`src/rtl/lcd_rt_pkg.sv`:
```
package lcd_rt_pkg;
    localparam int CW   = 16;
    localparam int DW   = 2 * CW;
    localparam int RGBW = 24;
    localparam int AW   = 3;

    localparam logic [AW-1:0] A_TOTAL  = 3'd0;
    localparam logic [AW-1:0] A_ACTIVE = 3'd1;
    localparam logic [AW-1:0] A_HPORCH = 3'd2;
    localparam logic [AW-1:0] A_VPORCH = 3'd3;
    localparam logic [AW-1:0] A_BLANK  = 3'd4;
    localparam logic [AW-1:0] A_CTRL   = 3'd5;

    typedef struct packed {
        logic [CW-1:0]   v_tot;
        logic [CW-1:0]   h_tot;
        logic [CW-1:0]   v_act;
        logic [CW-1:0]   h_act;
        logic [CW-1:0]   v_back;
        logic [CW-1:0]   h_back;
        logic [CW-1:0]   v_front;
        logic [CW-1:0]   h_front;
        logic [RGBW-1:0] blank;
        logic            de_inv;
        logic            vs_inv;
        logic            hs_inv;
        logic            pclk_inv;
        logic            en;
    } cfg_t;

    function automatic cfg_t cfg_write(cfg_t c, logic [AW-1:0] a, logic [DW-1:0] w);
        cfg_t r;
        r = c;
        case (a)
            A_TOTAL:  begin r.v_tot   = w[DW-1:CW]; r.h_tot  = w[CW-1:0]; end
            A_ACTIVE: begin r.v_act   = w[DW-1:CW]; r.h_act  = w[CW-1:0]; end
            A_HPORCH: begin r.h_front = w[DW-1:CW]; r.h_back = w[CW-1:0]; end
            A_VPORCH: begin r.v_front = w[DW-1:CW]; r.v_back = w[CW-1:0]; end
            A_BLANK:  r.blank = w[RGBW-1:0];
            A_CTRL: begin
                r.en       = w[0];
                r.pclk_inv = w[1];
                r.hs_inv   = w[2];
                r.vs_inv   = w[3];
                r.de_inv   = w[4];
            end
            default: ;
        endcase
        return r;
    endfunction
endpackage

```
`src/rtl/lcd_rt_cfg.sv`:
```
module lcd_rt_cfg
    import lcd_rt_pkg::*;
(
    input  logic          clk,
    input  logic          rst_n,
    input  logic          we,
    input  logic [AW-1:0] addr,
    input  logic [DW-1:0] wdata,
    input  logic          load,
    output cfg_t          live_o,
    output cfg_t          live_next_o
);
    typedef struct packed {
        cfg_t staged;
        cfg_t live;
    } st_t;

    st_t q, d;

    always_comb begin
        d = q;
        if (load) begin
            d.live = q.staged;
        end
        if (we) begin
            d.staged = cfg_write(q.staged, addr, wdata);
        end
    end

    always_ff @(posedge clk or negedge rst_n) begin
        if (!rst_n) begin
            q <= '0;
        end else begin
            q <= d;
        end
    end

    assign live_o      = q.live;
    assign live_next_o = d.live;
endmodule

```
`src/rtl/lcd_rt_axis.sv`:
```
module lcd_rt_axis #(
    parameter int W = 16
) (
    input  logic         clk,
    input  logic         rst_n,
    input  logic         clr,
    input  logic         step,
    input  logic [W-1:0] tot_q,
    input  logic [W-1:0] tot_n,
    input  logic [W-1:0] back_n,
    input  logic [W-1:0] act_n,
    input  logic [W-1:0] front_n,
    output logic [W-1:0] cnt_o,
    output logic         last_o,
    output logic         sync_o,
    output logic         act_o,
    output logic [W-1:0] coord_o
);
    localparam int XW = W + 1;

    logic [W-1:0]  cnt_q, cnt_d;
    logic [XW-1:0] start_x, end_act_x, end_fp_x, nxt_x;

    assign last_o = ({1'b0, cnt_q} + XW'(1)) >= {1'b0, tot_q};

    always_comb begin
        if (clr) begin
            cnt_d = '0;
        end else if (step) begin
            cnt_d = last_o ? '0 : cnt_q + W'(1);
        end else begin
            cnt_d = cnt_q;
        end
        start_x   = {1'b0, back_n} + XW'(1);
        end_act_x = start_x + {1'b0, act_n};
        end_fp_x  = {1'b0, tot_n} - {1'b0, front_n};
        nxt_x     = {1'b0, cnt_d};
        sync_o    = (cnt_d == '0);
        act_o     = (nxt_x >= start_x) && (nxt_x < end_act_x) && (nxt_x < end_fp_x);
        coord_o   = cnt_d - start_x[W-1:0];
    end

    always_ff @(posedge clk or negedge rst_n) begin
        if (!rst_n) begin
            cnt_q <= '0;
        end else begin
            cnt_q <= cnt_d;
        end
    end

    assign cnt_o = cnt_q;

    AST_AXIS_WRAP: assert property (@(posedge clk) disable iff (!rst_n)
        (step && !clr && last_o) |=> (cnt_q == '0));
endmodule

```
`src/rtl/lcd_raster_timing.sv`:
```
module lcd_raster_timing
    import lcd_rt_pkg::*;
#(
    parameter int FRAME_W = 16
) (
    input  logic               clk,
    input  logic               rst_n,
    input  logic               cfg_we,
    input  logic [AW-1:0]      cfg_addr,
    input  logic [DW-1:0]      cfg_wdata,
    input  logic [RGBW-1:0]    pix_in,
    output logic               hsync,
    output logic               vsync,
    output logic               de,
    output logic [CW-1:0]      pix_x,
    output logic [CW-1:0]      pix_y,
    output logic [RGBW-1:0]    pix_rgb,
    output logic [FRAME_W-1:0] frame_cnt,
    output logic               pclk_inv,
    output logic               panel_on
);
    typedef struct packed {
        logic               running;
        logic               hs_raw;
        logic               vs_raw;
        logic               de_raw;
        logic               hsync;
        logic               vsync;
        logic               de;
        logic [CW-1:0]      pix_x;
        logic [CW-1:0]      pix_y;
        logic [RGBW-1:0]    rgb;
        logic [FRAME_W-1:0] frame;
    } st_t;

    st_t q, d;

    cfg_t          live_q, live_n;
    logic          h_last, v_last, h_sync, v_sync, h_act, v_act;
    logic [CW-1:0] h_cnt, v_cnt, h_coord, v_coord;
    logic          wrap, load, go, clr;

    assign wrap = q.running && h_last && v_last;
    assign load = !live_q.en || wrap;
    assign go   = live_n.en;
    assign clr  = !go || !q.running;

    lcd_rt_cfg u_cfg (
        .clk         (clk),
        .rst_n       (rst_n),
        .we          (cfg_we),
        .addr        (cfg_addr),
        .wdata       (cfg_wdata),
        .load        (load),
        .live_o      (live_q),
        .live_next_o (live_n)
    );

    lcd_rt_axis #(.W(CW)) u_hax (
        .clk     (clk),
        .rst_n   (rst_n),
        .clr     (clr),
        .step    (1'b1),
        .tot_q   (live_q.h_tot),
        .tot_n   (live_n.h_tot),
        .back_n  (live_n.h_back),
        .act_n   (live_n.h_act),
        .front_n (live_n.h_front),
        .cnt_o   (h_cnt),
        .last_o  (h_last),
        .sync_o  (h_sync),
        .act_o   (h_act),
        .coord_o (h_coord)
    );

    lcd_rt_axis #(.W(CW)) u_vax (
        .clk     (clk),
        .rst_n   (rst_n),
        .clr     (clr),
        .step    (h_last),
        .tot_q   (live_q.v_tot),
        .tot_n   (live_n.v_tot),
        .back_n  (live_n.v_back),
        .act_n   (live_n.v_act),
        .front_n (live_n.v_front),
        .cnt_o   (v_cnt),
        .last_o  (v_last),
        .sync_o  (v_sync),
        .act_o   (v_act),
        .coord_o (v_coord)
    );

    always_comb begin
        d = q;
        d.running = go;
        if (!go) begin
            d.frame = '0;
        end else if (wrap) begin
            d.frame = q.frame + FRAME_W'(1);
        end
        d.hs_raw = go && h_sync;
        d.vs_raw = go && v_sync;
        d.de_raw = go && h_act && v_act;
        d.hsync  = d.hs_raw ^ live_n.hs_inv;
        d.vsync  = d.vs_raw ^ live_n.vs_inv;
        d.de     = d.de_raw ^ live_n.de_inv;
        d.pix_x  = d.de_raw ? h_coord : '0;
        d.pix_y  = d.de_raw ? v_coord : '0;
        d.rgb    = d.de_raw ? pix_in : live_n.blank;
    end

    always_ff @(posedge clk or negedge rst_n) begin
        if (!rst_n) begin
            q <= '0;
        end else begin
            q <= d;
        end
    end

    assign hsync     = q.hsync;
    assign vsync     = q.vsync;
    assign de        = q.de;
    assign pix_x     = q.pix_x;
    assign pix_y     = q.pix_y;
    assign pix_rgb   = q.rgb;
    assign frame_cnt = q.frame;
    assign pclk_inv  = live_q.pclk_inv;
    assign panel_on  = q.running;

    AST_HSYNC_ONE_WIDE: assert property (@(posedge clk) disable iff (!rst_n)
        (q.hs_raw && live_q.h_tot > CW'(1)) |=> !q.hs_raw);
    AST_DE_OUTSIDE_SYNC: assert property (@(posedge clk) disable iff (!rst_n)
        q.de_raw |-> (!q.hs_raw && !q.vs_raw));
    AST_IDLE_QUIET: assert property (@(posedge clk) disable iff (!rst_n)
        !q.running |-> (!q.hs_raw && !q.vs_raw && !q.de_raw && q.frame == '0));
    AST_FRAME_STEP: assert property (@(posedge clk) disable iff (!rst_n)
        (q.running && $past(q.running)) |->
            (q.frame == $past(q.frame) || q.frame == $past(q.frame) + FRAME_W'(1)));
    AST_CFG_AT_FRAME_START: assert property (@(posedge clk) disable iff (!rst_n)
        (q.running && $past(q.running) && (live_q != $past(live_q))) |->
            (h_cnt == '0 && v_cnt == '0));
endmodule

```
`config.mk`:
```
export PLATFORM = sky130hd
export DESIGN_NAME = lcd_raster_timing
export DESIGN_NICKNAME = d
export VERILOG_FILES = /design/src/rtl/lcd_rt_pkg.sv /design/src/rtl/lcd_rt_cfg.sv /design/src/rtl/lcd_rt_axis.sv /design/src/rtl/lcd_raster_timing.sv
export SDC_FILE = /design/constraint.sdc
export NUM_CORES = 1
export LEC_CHECK = 0
export BUFFER_PORTS_ARGS = -buffer_cell sky130_fd_sc_hd__buf_2
export CAP_MARGIN = 15
export CORE_MARGIN = 3
export CORE_UTILIZATION = 26
export DETAILED_ROUTE_END_ITERATION = 7
export RECOVER_POWER = 50
export REMOVE_ABC_BUFFERS = 1
export SYNTH_ARGS = -nofsm -noshare
export SYNTH_HDL_FRONTEND = slang
export SYNTH_HIERARCHICAL = 1
export SYNTH_SLANG_ARGS = --single-unit
export TNS_END_PERCENT = 5
```
`constraint.sdc`:
```
create_clock -name clk -period 21.1 [get_ports clk]
set_input_delay 3.165 -clock clk [delete_from_list [all_inputs] [get_ports clk]]
set_output_delay 3.165 -clock clk [all_outputs]
set_load 0.02 [all_outputs]
```
==> results_tabular.tex <==
\begin{tabular}{lr}
\hline
Metric & Value \\
\hline
\multicolumn{2}{l}{\textbf{Pwr}} \\
Power per cell area & 154.1 nW/um\^{}2 \\
Static leakage & about 13 nW \\
Worst voltage drop across the vdd grid & approximately 62 uV \\
\multicolumn{2}{l}{\textbf{Worst setup path}} \\
Reg-to-reg slack, setup & slightly below 10 ns \\
Crit path from & rst\_n \\
Launching point of the worst reg2reg path & u\_vax/cnt\_o[2]\$\_DFF\_PN0\_ \\
Maximum fanout along the worst path & 113 \\
Worst path max stage delay & 4.27 ns \\
Critical Path RT & 21.73 ns \\
Slowest cell on crit path & sky130\_fd\_sc\_hd\_\_clkbuf\_1 \\
CP cell instances & clkbuf\_1, clkbuf\_1, buf\_4, buf\_4 \\
Type of origin of the critical path & input pin \\
Number of cells on the worst reg-to-reg path & 39 \\
CP Buf/Inv Count & 4 \\
Largest delay share family, worst path & buffers and inverters \\
Endpoint of the most critical register-to-register path & pix\_rgb[4]\$\_DFF\_PN0\_ \\
Setup CP Type & input pin to async pin \\
Logic depth of the worst path, buffers included & 4 \\
Critical Path End & u\_cfg/live\_o[155]\$\_DFF\_PN0\_ \\
Worst endpoint data arrival time & about 12 ns \\
CP endpoint kind & async pin \\
\multicolumn{2}{l}{\textbf{Final layout}} \\
Area occupied by multi-input gates & about 13,000 um\^{}2 \\
Utilization after layout & 0.3012 \\
Layout Nets & approximately 2,600 \\
Layout cell share with drive strength beyond 1 & 0.2265 \\
Area taken by flip-flops and latches & $\sim$11,000 um\^{}2 \\
Layout fillers & 9,520 \\
Area growth from synthesis to layout & 13.97\% \\
\multicolumn{2}{l}{\textbf{Global route}} \\
First-pass GRT wire length & $\sim$97,000 um \\
Total global routing overflow & 0 \\
Maximum number of pins on one net before global-route repair & about 120 \\
Via count of the first global-routing pass & about 16,000 \\
Antenna violations before repair & 17 \\
Grt met3 use & 0.02374 \\
Global-route met1 utilization & 0.1779 \\
Aggregate global-route resource usage & 0.1246 \\
Gr busiest metal & met2 \\
Met2 Usage GRT & 0.1915 \\
\multicolumn{2}{l}{\textbf{STA}} \\
Post-layout min period & around 11 ns \\
Slew @ Worst Pin & approximately 6.2 ns \\
Summed negative setup slack over all endpoints & 0 ns \\
Final setup violation count & 0 \\
Max-slew violation count & $\sim$410 \\
Post-route clock period utilization & 0.5374 \\
Final hold violation count & 0 \\
Clock skew after layout & 0.03070 ns \\
Max transition margin & -3.150 \\
Fmax & 0.08819 GHz \\
RSZ-0062 raised after global routing & no \\
\multicolumn{2}{l}{\textbf{Clock tree}} \\
Clk slew on worst S/H paths & approximately 0.060 ns \\
Sink count of the clock tree & roughly 420 \\
Post-CTS setup buffer count & 0 \\
Clock Tree Root & sky130\_fd\_sc\_hd\_\_clkbuf\_16 \\
Clock tree buffer depth & 3 \\
Post-cts repair resize count & 0 \\
Clock latency on the worst-skew pair & $\sim$0.60 ns \\
Post-CTS Hold Fix Bufs & 0 \\
Clock tree from TritonCTS & yes \\
Maximum level of the CTS H-tree & 2 \\
Clock buffer count from CTS & 50 \\
\multicolumn{2}{l}{\textbf{Min path}} \\
Hold/Removal Path Class & flop to flop \\
Number of cells on the worst hold path & 1 \\
\multicolumn{2}{l}{\textbf{Floorplan}} \\
Row count & around 110 \\
Number of top-level pins & roughly 140 \\
Placeable core region & around 90,000 um\^{}2 \\
Initial Utilization & 0.2643 \\
Full die area & just under 100,000 um\^{}2 \\
X dimension of the die & around 310 um \\
Die Y-Extent & roughly 310 um \\
\multicolumn{2}{l}{\textbf{Run status}} \\
Result of the run & complete, but fails checks \\
Violations in the final reports & capacitance limit, slew limit \\
\multicolumn{2}{l}{\textbf{Drt}} \\
WL/cell & about 17 um \\
Via total after detailed routing & about 17,000 \\
First-iteration detailed-routing DRC count & 1,139 \\
Drt via density & $\sim$4.6 \\
DR pass1 iterations & 7 \\
Number of remaining DRC errors & 0 \\
Antenna-violating nets left & 0 \\
WL final & a little over 60,000 um \\
\multicolumn{2}{l}{\textbf{Placement}} \\
Final estimated routing congestion in global placement & 0.8565 \\
Port Buffer Count & 138 \\
Estimated wirelength of the detail-placed design & $\sim$45,000 um \\
\multicolumn{2}{l}{\textbf{Run}} \\
Max Cap Viol & 8 \\
\multicolumn{2}{l}{\textbf{Synth}} \\
Combined area of all synthesized cells & about 24,000 um\^{}2 \\
Warnings from Yosys & 6 \\
Mean post-synth cell area & between 10 and 15 um\^{}2 \\
Synthesized netlist cell count & about 2,200 \\
\hline
\end{tabular}
==> per-layer routing <==
metal  vias to the layer above  wire length (um)  share of wire
li1                       7967                 -              -
met1                      8107             29630           0.48
met2                       341             27250           0.44
met3                        90              3517          0.057
met4                        12              1367          0.022
met5                         -                72         0.0012
==> worst register-to-register path, delay by kind of cell, from the launching register on <==
family	cells	cell delay, ns
DFF	1	0.48
and+or+nand+nor	14	3.83
AOI/OAI and AO/OA	12	2.80
adders and majority gates	4	1.16
buffers and inverters	4	1.16
xor gates and xnor gates	3	0.77
muxes	2	0.97
==> cell usage in the layout (no fill, tap or decap), drive strengths merged, types with 77 or more instances in the layout <==
cell type,instances
a21oi,108
inv,158
nand3,87
ha,189
clkbuf,132
mux2,338
nor2,88
nand2,84
xnor2,81
dfrtp,422
buf,77
==> sequential cells by signal (all words and copies together), names as in the netlist <==
signal,flops
panel_on,1
hsync,1
de,1
frame_cnt,16
u_cfg/live_o,157
pix_x,16
pix_y,16
vsync,1
pix_rgb,24
u_hax/cnt_o,16
u_vax/cnt_o,16
u_cfg/q,157
==> stage by stage <==
stage / instances / area (um^2) / hold WS (ns) / setup WS [ns] / total power, W
2_1_floorplan: 2094 / 23790 / 0.4522 / 8.422 / 0.002873
3_3_place_gp: 3491 / 26220 / 0.4691 / 9.982 / 0.003358
3_5_place_dp: 3491 / 26220 / 0.4684 / 9.847 / 0.003376
4_1_cts: 3583 / 28000 / 0.4872 / 9.805 / 0.004336
5_1_grt: 3583 / 27800 / 0.4944 / 7.900 / 0.004640
6_report: 3591 / 27820 / 0.4804 / 9.761 / 0.004286
==> where the power goes <==
group | switching [W] | total, W | leakage [nW] | internal [W]
Clock | 0.000371 | 0.000924 | 0.853 | 0.000554
Combinational | 0.00126 | 0.00222 | 6.60 | 0.000964
Sequential | 0.0000871 | 0.00114 | 5.22 | 0.00106
==> worst min-delay path by stage <==
stage,slack [ns],endpoint,from
6_report,0.48,u_cfg/q[180]$_DFFE_PN0P_,u_cfg/q[180]$_DFFE_PN0P_
3_3_place_gp,0.47,u_cfg/q[190]$_DFFE_PN0P_,u_cfg/q[190]$_DFFE_PN0P_
3_5_place_dp,0.47,u_cfg/q[286]$_DFFE_PN0P_,u_cfg/q[286]$_DFFE_PN0P_
5_1_grt,0.49,u_cfg/q[182]$_DFFE_PN0P_,u_cfg/q[182]$_DFFE_PN0P_
2_1_floorplan,0.45,u_cfg/q[285]$_DFFE_PN0P_,u_cfg/q[285]$_DFFE_PN0P_
4_1_cts,0.49,u_cfg/q[187]$_DFFE_PN0P_,u_cfg/q[187]$_DFFE_PN0P_
==> final cells by class <==
| type | count | area share |
|---|---|---|
| Tap cell | 1243 | 0.05591 |
| Inverter | 154 | 0.02078 |
| Clock inverter | 37 | 0.01700 |
| Sequential cell | 422 | 0.3796 |
| Timing Repair Buffer | 154 | 0.02559 |
| Clock buffer | 55 | 0.04714 |
| Antenna cell | 8 | 0.0007197 |
| Multi-Input combinational cell | 1518 | 0.4532 |
Power figures use the tool's default switching activity.
